===== src/rtl/cluster_dec_pkg.sv =====
package cluster_dec_pkg;

  localparam int TS_W = 16;
  localparam int EV_W = 16;
  localparam int SAMPLE_W = 16;

  typedef enum logic [1:0] {
    MODE_CH16 = 2'd0,
    MODE_CH8  = 2'd1,
    MODE_CH4  = 2'd2,
    MODE_CH4B = 2'd3
  } rateMode_e;

  // strobes from the control to the datapath
  typedef struct packed {
    logic chunkStart;
    logic tsLoLoad;
    logic tsLoad;
    logic evLoLoad;
    logic evHiLoad;
    logic padStep;
    logic sampleStep;
    logic selPad;
  } dpStrobes_t;

  // log2 of samples per event
  function automatic logic [1:0] speLog2(input logic [1:0] m);
    case (m)
      MODE_CH16: speLog2 = 2'd0;
      MODE_CH8:  speLog2 = 2'd1;
      default:   speLog2 = 2'd2;
    endcase
  endfunction

  function automatic logic [SAMPLE_W-1:0] unpackSample(input logic [EV_W-1:0] ev,
                                                       input logic [1:0] m,
                                                       input logic [1:0] k);
    logic [SAMPLE_W-1:0] s;
    s = '0;
    case (m)
      MODE_CH16: s = ev;
      MODE_CH8: begin
        for (int l = 0; l < 8; l++) s[l] = ev[2*l + int'(k[0])];
      end
      default: begin
        for (int l = 0; l < 4; l++) s[l] = ev[4*l + int'(k)];
      end
    endcase
    return s;
  endfunction

endpackage


===== src/rtl/cluster_dec_ctrl.sv =====
module cluster_dec_ctrl
  import cluster_dec_pkg::*;
#(
  parameter int CLUSTERS = 64,
  parameter int EVENTS   = 7
) (
  input  logic       clk,
  input  logic       rstN,
  input  logic       inValid,
  input  logic       outReady,
  input  logic       padNeeded,
  input  logic       overLimit,
  input  logic       padLast,
  input  logic [1:0] kLast,
  output logic       inReady,
  output logic       outValid,
  output logic [1:0] kIdx,
  output dpStrobes_t strobes
);

  localparam int BPC   = 2 + 2 * EVENTS;
  localparam int POS_W = $clog2(BPC);
  localparam int CL_W  = (CLUSTERS > 1) ? $clog2(CLUSTERS) : 1;

  typedef enum logic [1:0] {ST_RECV, ST_PAD, ST_EMIT, ST_DROP} state_e;

  state_e state;
  logic [POS_W-1:0] posIdx;
  logic [CL_W-1:0]  clIdx;
  logic accept, recvAcc, fire, posLast, chunkEnd;

  assign inReady  = (state == ST_RECV) || (state == ST_DROP);
  assign outValid = (state == ST_PAD) || (state == ST_EMIT);
  assign accept   = inValid && inReady;
  assign recvAcc  = accept && (state == ST_RECV);
  assign fire     = outValid && outReady;
  assign posLast  = (posIdx == POS_W'(BPC - 1));
  assign chunkEnd = posLast && (clIdx == CL_W'(CLUSTERS - 1));

  always_comb begin
    strobes            = '0;
    strobes.chunkStart = recvAcc && (posIdx == '0) && (clIdx == '0);
    strobes.tsLoLoad   = recvAcc && (posIdx == POS_W'(0));
    strobes.tsLoad     = recvAcc && (posIdx == POS_W'(1));
    strobes.evLoLoad   = recvAcc && (posIdx >= POS_W'(2)) && !posIdx[0];
    strobes.evHiLoad   = recvAcc && (posIdx >= POS_W'(3)) && posIdx[0];
    strobes.padStep    = (state == ST_PAD) && fire;
    strobes.sampleStep = (state == ST_EMIT) && fire;
    strobes.selPad     = (state == ST_PAD);
  end

  // byte position inside the chunk
  always_ff @(posedge clk or negedge rstN) begin
    if (!rstN) begin
      posIdx <= '0;
      clIdx  <= '0;
    end else if (accept) begin
      if (posLast) begin
        posIdx <= '0;
        clIdx  <= (clIdx == CL_W'(CLUSTERS - 1)) ? '0 : clIdx + 1'b1;
      end else begin
        posIdx <= posIdx + 1'b1;
      end
    end
  end

  always_ff @(posedge clk or negedge rstN) begin
    if (!rstN) begin
      state <= ST_RECV;
      kIdx  <= '0;
    end else begin
      case (state)
        ST_RECV: begin
          if (strobes.tsLoad) begin
            if (overLimit)      state <= ST_DROP;
            else if (padNeeded) state <= ST_PAD;
          end
          if (strobes.evHiLoad) begin
            state <= ST_EMIT;
            kIdx  <= '0;
          end
        end
        ST_PAD: begin
          if (fire && padLast) state <= ST_RECV;
        end
        ST_EMIT: begin
          if (fire) begin
            if (kIdx == kLast) state <= ST_RECV;
            else kIdx <= kIdx + 1'b1;
          end
        end
        ST_DROP: begin
          if (accept && chunkEnd) state <= ST_RECV;
        end
        default: state <= ST_RECV;
      endcase
    end
  end

endmodule


===== src/rtl/cluster_dec_dp.sv =====
module cluster_dec_dp
  import cluster_dec_pkg::*;
#(
  parameter int EVENTS = 7
) (
  input  logic                clk,
  input  logic                rstN,
  input  dpStrobes_t          strobes,
  input  logic [7:0]          inByte,
  input  logic                inFirst,
  input  logic [1:0]          modeIn,
  input  logic [TS_W-1:0]     limitIn,
  input  logic [1:0]          kIdx,
  output logic                padNeeded,
  output logic                overLimit,
  output logic                padLast,
  output logic [1:0]          kLast,
  output logic [SAMPLE_W-1:0] sample
);

  localparam int PAD_W = TS_W + 3;

  logic [1:0]          modeReg;
  logic [TS_W-1:0]     limitReg;
  logic                firstFlag;
  logic [7:0]          tsLo;
  logic [TS_W-1:0]     lastTs;
  logic [SAMPLE_W-1:0] lastSample;
  logic [PAD_W-1:0]    padCnt;
  logic [7:0]          evLo;
  logic [EV_W-1:0]     evReg;

  logic [TS_W-1:0]     tsNow, diff;
  logic [1:0]          shamt;
  logic [PAD_W-1:0]    padBase, padInit;
  logic [SAMPLE_W-1:0] unpacked;

  assign tsNow     = {inByte, tsLo};
  assign diff      = tsNow - lastTs;
  assign shamt     = speLog2(modeReg);
  assign kLast     = 2'(({1'b0, 2'b01} << shamt) - 3'd1);
  assign padBase   = {{(PAD_W-TS_W){1'b0}}, diff - TS_W'(EVENTS)};
  assign padInit   = padBase << shamt;
  assign padNeeded = !firstFlag && (diff > TS_W'(EVENTS));
  assign overLimit = (limitReg != '0) && (tsNow > limitReg);
  assign padLast   = (padCnt == PAD_W'(1));
  assign unpacked  = unpackSample(evReg, modeReg, kIdx);
  assign sample    = strobes.selPad ? lastSample : unpacked;

  // per-chunk settings
  always_ff @(posedge clk or negedge rstN) begin
    if (!rstN) begin
      modeReg  <= MODE_CH16;
      limitReg <= '0;
    end else if (strobes.chunkStart) begin
      modeReg  <= modeIn;
      limitReg <= limitIn;
    end
  end

  // timestamp tracking and padding
  always_ff @(posedge clk or negedge rstN) begin
    if (!rstN) begin
      firstFlag <= 1'b0;
      tsLo      <= '0;
      lastTs    <= '0;
      padCnt    <= '0;
    end else begin
      if (strobes.chunkStart && inFirst) firstFlag <= 1'b1;
      if (strobes.tsLoLoad) tsLo <= inByte;
      if (strobes.tsLoad) begin
        lastTs    <= tsNow;
        firstFlag <= 1'b0;
        padCnt    <= padNeeded ? padInit : '0;
      end else if (strobes.padStep) begin
        padCnt <= padCnt - 1'b1;
      end
    end
  end

  // event assembly and last sample
  always_ff @(posedge clk or negedge rstN) begin
    if (!rstN) begin
      evLo       <= '0;
      evReg      <= '0;
      lastSample <= '0;
    end else begin
      if (strobes.evLoLoad) evLo <= inByte;
      if (strobes.evHiLoad) evReg <= {inByte, evLo};
      if (strobes.chunkStart && inFirst) lastSample <= '0;
      else if (strobes.sampleStep) lastSample <= unpacked;
    end
  end

endmodule


===== src/rtl/cluster_decoder.sv =====
module cluster_decoder
  import cluster_dec_pkg::*;
#(
  parameter int CLUSTERS = 64,
  parameter int EVENTS   = 7
) (
  input  logic                clk,
  input  logic                rstN,
  input  logic [7:0]          inByte,
  input  logic                inValid,
  output logic                inReady,
  input  logic                firstChunk,
  input  logic [1:0]          rateMode,
  input  logic [TS_W-1:0]     limitTs,
  output logic [SAMPLE_W-1:0] outSample,
  output logic                outValid,
  input  logic                outReady
);

  dpStrobes_t strobes;
  logic padNeeded, overLimit, padLast;
  logic [1:0] kLast, kIdx;

  cluster_dec_ctrl #(.CLUSTERS(CLUSTERS), .EVENTS(EVENTS)) u_ctrl (
    .clk(clk), .rstN(rstN), .inValid(inValid), .outReady(outReady),
    .padNeeded(padNeeded), .overLimit(overLimit), .padLast(padLast),
    .kLast(kLast), .inReady(inReady), .outValid(outValid),
    .kIdx(kIdx), .strobes(strobes)
  );

  cluster_dec_dp #(.EVENTS(EVENTS)) u_dp (
    .clk(clk), .rstN(rstN), .strobes(strobes), .inByte(inByte),
    .inFirst(firstChunk), .modeIn(rateMode), .limitIn(limitTs),
    .kIdx(kIdx), .padNeeded(padNeeded), .overLimit(overLimit),
    .padLast(padLast), .kLast(kLast), .sample(outSample)
  );

endmodule


===== config.mk =====
export PLATFORM = sky130hd
export DESIGN_NAME = cluster_decoder
export DESIGN_NICKNAME = d
export VERILOG_FILES = /design/src/rtl/cluster_dec_pkg.sv /design/src/rtl/cluster_dec_ctrl.sv /design/src/rtl/cluster_dec_dp.sv /design/src/rtl/cluster_decoder.sv
export SDC_FILE = /design/constraint.sdc
export NUM_CORES = 1
export LEC_CHECK = 0
export BUFFER_PORTS_ARGS = -buffer_cell sky130_fd_sc_hd__buf_4
export CORE_ASPECT_RATIO = 0.5
export CORE_UTILIZATION = 60
export DETAILED_ROUTE_END_ITERATION = 10
export PLACE_DENSITY = 0.86
export RECOVER_POWER = 25
export SETUP_SLACK_MARGIN = 0.02
export SYNTH_ARGS = -nofsm -noshare
export SYNTH_HDL_FRONTEND = slang
export SYNTH_SLANG_ARGS = --single-unit
export TNS_END_PERCENT = 5

===== constraint.sdc =====
create_clock -name clk -period 4.49 [get_ports clk]
set_input_delay 0.449 -clock clk [delete_from_list [all_inputs] [get_ports clk]]
set_output_delay 0.449 -clock clk [all_outputs]
set_load 0.1 [all_outputs]

# Word-level counts from Yosys, hierarchy flattened
# Index checks and enable logic that the tools add are counted.
# totals
regBits	116
latchBits	0
mem_bits_rw	0
romBits	0
inputBits	31
output_inout_bits	18
wordCells	160
mem_count	0
# classes
add_sub_neg	17
mul	0
div_mod_pow	0
order_cmp	16
eq_ne	17
shift	2
n_mux	61
bitwise_logic	0
n_reduce_logical	34
# ops
cell	count
32-bit by 6-bit < comparator with 1-bit output, second input constant	10
19-bit two-way mux	3
16-bit two-way mux	3
1-bit binary-select mux with 4-bit select	10
1-bit two-way mux	25
2-bit two-way mux	11
4-bit by 1-bit adder with 5-bit output, first input constant	4
19-bit by 1-bit equality test with 1-bit output, second input constant	1
16-bit by 2-bit left shift with 19-bit output	1
19-bit by 1-bit subtractor with 19-bit output, second input constant	1
1-bit logical AND	18
16-bit greater-than comparator	1
16-bit by 3-bit greater-than comparator with 1-bit output, second input constant	1
4-bit one-hot mux with 2 select lines	2
16-bit nonzero test	1
16-bit subtractor	1
16-bit by 3-bit subtractor with 16-bit output, second input constant	1
4-bit by 2-bit adder with 5-bit output, first input constant	2
2-bit != test, second input constant	5
3-bit by 1-bit adder with 4-bit output, first input constant	2
4-bit by 2-bit >= comparator with 1-bit output, second input constant	2
8-bit two-way mux	1
2-bit one-hot mux with 2 select lines	2
2-bit one-hot mux with 4 select lines	1
30 further kinds	38

# Depth between registers and ports, before layout
# logic_depth
depth_word	9
mapped_depth	14
ltp_nobuf	14

# Modules after synthesis
# A second synthesis with hierarchy kept.
# hier_totals
cells_unflattened	860
hier_area_um2	7787.5
# by_module_without_submodules
mod	n_inst	cells_each	area_each_um2
cluster_dec_dp	1	749	6754.0
cluster_dec_ctrl	1	111	1033.5

# Least setup slack after synthesis
# Ideal clock, no wire load.
# synth_path
path_kind	register to output
from	reg u_dp.modeReg[1]
to	out outSample[13]
arrival_time_ns	3.297
required_ns	4.041
path_slack_ns	0.744
stages_incl_launch_ff	6
path_buffers	2
cell_sequence	dfrtp_1 > buf_2 > nor2_2 > clkbuf_1 > nand2_1 > o21ai_0
# synth_between
elab_chain_len	3
# synth_lines
item	line_no	text
start: declaration	cluster_dec_dp.sv:23	logic [1:0] modeReg;
start signal: assignment	cluster_dec_dp.sv:56	modeReg <= modeIn;
2-bit zero test	cluster_dec_pkg.sv:40	case (m)
8-bit two-way mux	cluster_dec_pkg.sv:40	
16-bit two-way mux	cluster_dec_dp.sv:48	assign sample = strobes.selPad ? lastSample : unpacked;
end: declaration	cluster_decoder.sv:15	output logic [SAMPLE_W-1:0] outSample,
# No other way between the ends.

# Worst setup path in the final report
# layout_path
from	reg u_dp.tsLo[0]
to	reg u_dp.padCnt[7]
# layout_between
elab_chain_len	5
# layout_lines
item	line_no	text
start: declaration	cluster_dec_dp.sv:26	logic [7:0] tsLo;
start signal: assignment	cluster_dec_dp.sv:70	if (strobes.tsLoLoad) tsLo <= inByte;
16-bit subtractor (*)	cluster_dec_dp.sv:39	assign diff = tsNow - lastTs;
16-bit by 3-bit subtractor with 16-bit output or 16-bit by 3-bit greater-than comparator with 1-bit output (tied branches)	cluster_dec_dp.sv:42, cluster_dec_dp.sv:44	
16-bit by 2-bit left shift with 19-bit output or 1-bit logical AND (tied branches)	cluster_dec_dp.sv:43, cluster_dec_dp.sv:44	
19-bit two-way mux (*)	cluster_dec_dp.sv:74	padCnt <= padNeeded ? padInit : '0;
19-bit two-way mux (*)	cluster_dec_dp.sv:71	if (strobes.tsLoad) begin
end signal: assignment	cluster_dec_dp.sv:74	
end signal: assignment	cluster_dec_dp.sv:76	padCnt <= padCnt - 1'b1;
end: declaration	cluster_dec_dp.sv:29	logic [PAD_W-1:0] padCnt;
# Every way passes the cells marked *; elsewhere a longest branch is shown, timed or not.
# A chain may end at the register's enable or synchronous reset.

==> results.md <==
- Core area: 12800 sq um
- Synth area leader: dfrtp_1
- WP data required: 4.79 ns
- Pin count of the biggest net entering global routing: 65
- Highest clock rate: around 0.27 GHz
- Top cells by area, synth: dfrtp_1 (37%), mux2_2 (7.4%), ha_1 (7.1%)
- Initial antenna violation count: 0
- # clock sinks: ~120
- Max_cap viols: 1
- DR vias/cell: 6.32
- Dpl cell area: 8390 sq um
- Area grow syn2layout: 13.9%
- Worst Setup Start Kind: flop
- Port Buf Inserts: 48
- # IOs: between 40 and 50
- Clock Skew: 0.0112 ns
- Post-CTS Hold Fix Bufs: 0
- Setup-failing EPs final: 0
- CP Class: reg -> reg
- WL/cell: 19.0 microns
- Gate power share: 0.083
- Min Hold Slack: 0.261 ns
- Failing checks: max-capacitance violations, max-slew violations
- Drt first-iter violations: between 700 and 800
- Vias in the first global route: 6827
- Leak: roughly 4.2 nW
- Post-synth EDFFs: 0
- Crit. End Element: flop
- GRT Overall Usage: 0.332
- Final WL: between 20 and 25 mm
- Synth Net Count: 960
- Critical Path Fanout Max: 20
- Number of cell rows: 29
- Top FF cell, synth: dfrtp_1
- Total number of vias: approximately 7000
- Sw Pwr: 0.724 mW
- Fin crit period: 3.71 ns
- Root buffer cell: clkbuf_16
- Setup bufs post-CTS: 0
- Most frequent cells in the layout: nand2_1 (124), dfrtp_1 (116), nor2_1 (71), buf_4 (57)
- Final Hold Fails: 0
- DRC: 0
- Sw Share: 0.260
- Setup tns final: 0 ns
- Max VDD drop: roughly 0.26 mV
- Number of routed nets with antenna violations: 0
- Worst rel slew slack: -1.41
- Nets@finish: 999
- Flops & latches, synth: about 120
- Post-synthesis sequential area ratio: 0.367
- Most common cell after layout, fill and taps aside: nand2_1
- HPWL after DPL: 14.6 mm
- ANT cells: 0
- Status: finished with violations
- CTS tree: yes
- Starting Density: 0.619
- Total gr overflow: 0
- Critical path arrival: 4.00 ns
- Post-CTS sizing: 0
- Crit share post-route: 0.826
- Yosys warns: 0
- Share of layout cells above drive strength 1: 0.179
- Routability Congestion: approximately 0.97
- Fraction of registers with async set/reset: 1.00
- Clk_lat worst skew: ~0.42 ns
- Die width: 164 microns
- Post-synth cell types: 77
- Final slew viol count: 65
- Die footprint: 13700 sq um
- Cell Pwr Density: between 300 and 400 nW/um^2
- First drt pass iteration count: 6
- RSZ-0062 raised after global routing: false
- Syn Std Cell Area: 7900 sq um
- Syn_area_per_cell: 8.95 sq um
- Share of power burned in registers: 0.400
- Gate Count Post-Synth: 883
- Clk pwr share: 0.517
- Final instance area: about 9000 sq um
- CTS buffer count: 17
- Worst Max-Slew Pin Slew: 3.62 ns
- Internal power: 2.06 mW
- Area share of the largest cell type after synthesis: 0.367
- Die H: 83.2 microns
- Clk buf depth: 2
- Worst-path clk slew: 0.06 ns
- H-tree depth: 4
- First-pass GRT wire length: between 30 and 40 mm
- Fill count: around 900
- Worst Hold Class: in -> reg
## registers in the layout, indices dropped and copies added, names as in the netlist, 4 cells and up
name and cells:
u_dp.padCnt 19, u_dp.evReg 16, u_dp.lastSample 16, u_dp.lastTs 16, u_dp.limitReg 16, u_dp.evLo 8, u_dp.tsLo 8, u_ctrl.clIdx 6
u_ctrl.posIdx 4
## final timing paths
path / from / end / slack, ns / cells after the start
min in group asynchronous: rstN / u_dp.padCnt[3] / 1.26 / 1
max reg2reg: u_dp.tsLo[0] / u_dp.padCnt[7] / 0.78 / 14
max in group asynchronous: rstN / u_dp.limitReg[1] / 1.18 / 1
min: limitTs[3] / u_dp.limitReg[3] / 0.26 / 2
max: u_dp.tsLo[0] / u_dp.padCnt[7] / 0.78 / 14
min reg2reg: u_dp.firstFlag / u_dp.firstFlag / 0.51 / 2
## critical path: stages, from the launching register on
cell and delay (ns):
dfrtp_1 0.33, inv_1 0.09, ha_1 0.25, fa_1 0.45, nand2b_1 0.21, a21oi_1 0.31
a211o_1 0.26, mux2i_1 0.31, o211ai_2 0.21, nor3_1 0.24, a41oi_1 0.15, buf_4 0.26
o211ai_1 0.12, a21boi_0 0.10, o2bb2a_1 0.29
## kinds of logic (layout without fill, tap and decap cells)
family	after synthesis	count (layout)	synth area share
compound gates	197	197	0.167
xor+xnor	33	33	0.0383
fa+ha+maj	46	46	0.0738
buf+inv	94	146	0.0473
flops	116	116	0.367
mux	79	79	0.111
simple gates	318	318	0.195
## metrics by stage
stage,total power [mW],utilization,setup WS [ns],cells
final,2.79,0.705,0.783,1105
after detailed placement,1.36,0.657,0.911,1073
after floorplan,1.27,-,0.744,883
after CTS,2.79,0.705,0.884,1105
after global placement,1.34,0.657,1.06,1073
after global routing,2.88,0.705,0.530,1105
## area by class of cell
cell class                 count  area, sq um  area share
inverter                      56          210      0.0234
timing repair buffer          58          432      0.0480
clock inverter                14          176      0.0196
clock buffer                  18          439      0.0488
multi-input combinational    673         4630       0.514
sequential                   116         2900       0.323
tap                          170          213      0.0236
## power groups by stage
stage	clock network (mW)	registers [mW]	logic (mW)
after floorplan	0	1.12	0.142
after global placement	0	1.13	0.214
after detailed placement	0	1.13	0.228
after CTS	1.45	1.11	0.229
after global routing	1.50	1.12	0.259
final	1.44	1.12	0.230
## layer usage
metal  vias up  wire (microns)  GRT usage
li1       3215               -          -
met1      3352            8990      0.451
met2       358            9540      0.506
met3        55            1890     0.0874
met4         0             597      0.132
met5         -               0          0
## Yosys cell counts (12+ instances only)
cell type	number
nand2_1	124
dfrtp_1	116
nor2_1	71
inv_1	56
o21ai_0	56
mux2_2	52
ha_1	45
a21oi_1	41
nand3_1	30
clkbuf_1	26
mux2i_1	25
xnor2_1	19
nor3_1	16
xor2_1	13
a211oi_1	12
Power figures use the tool's default switching activity.
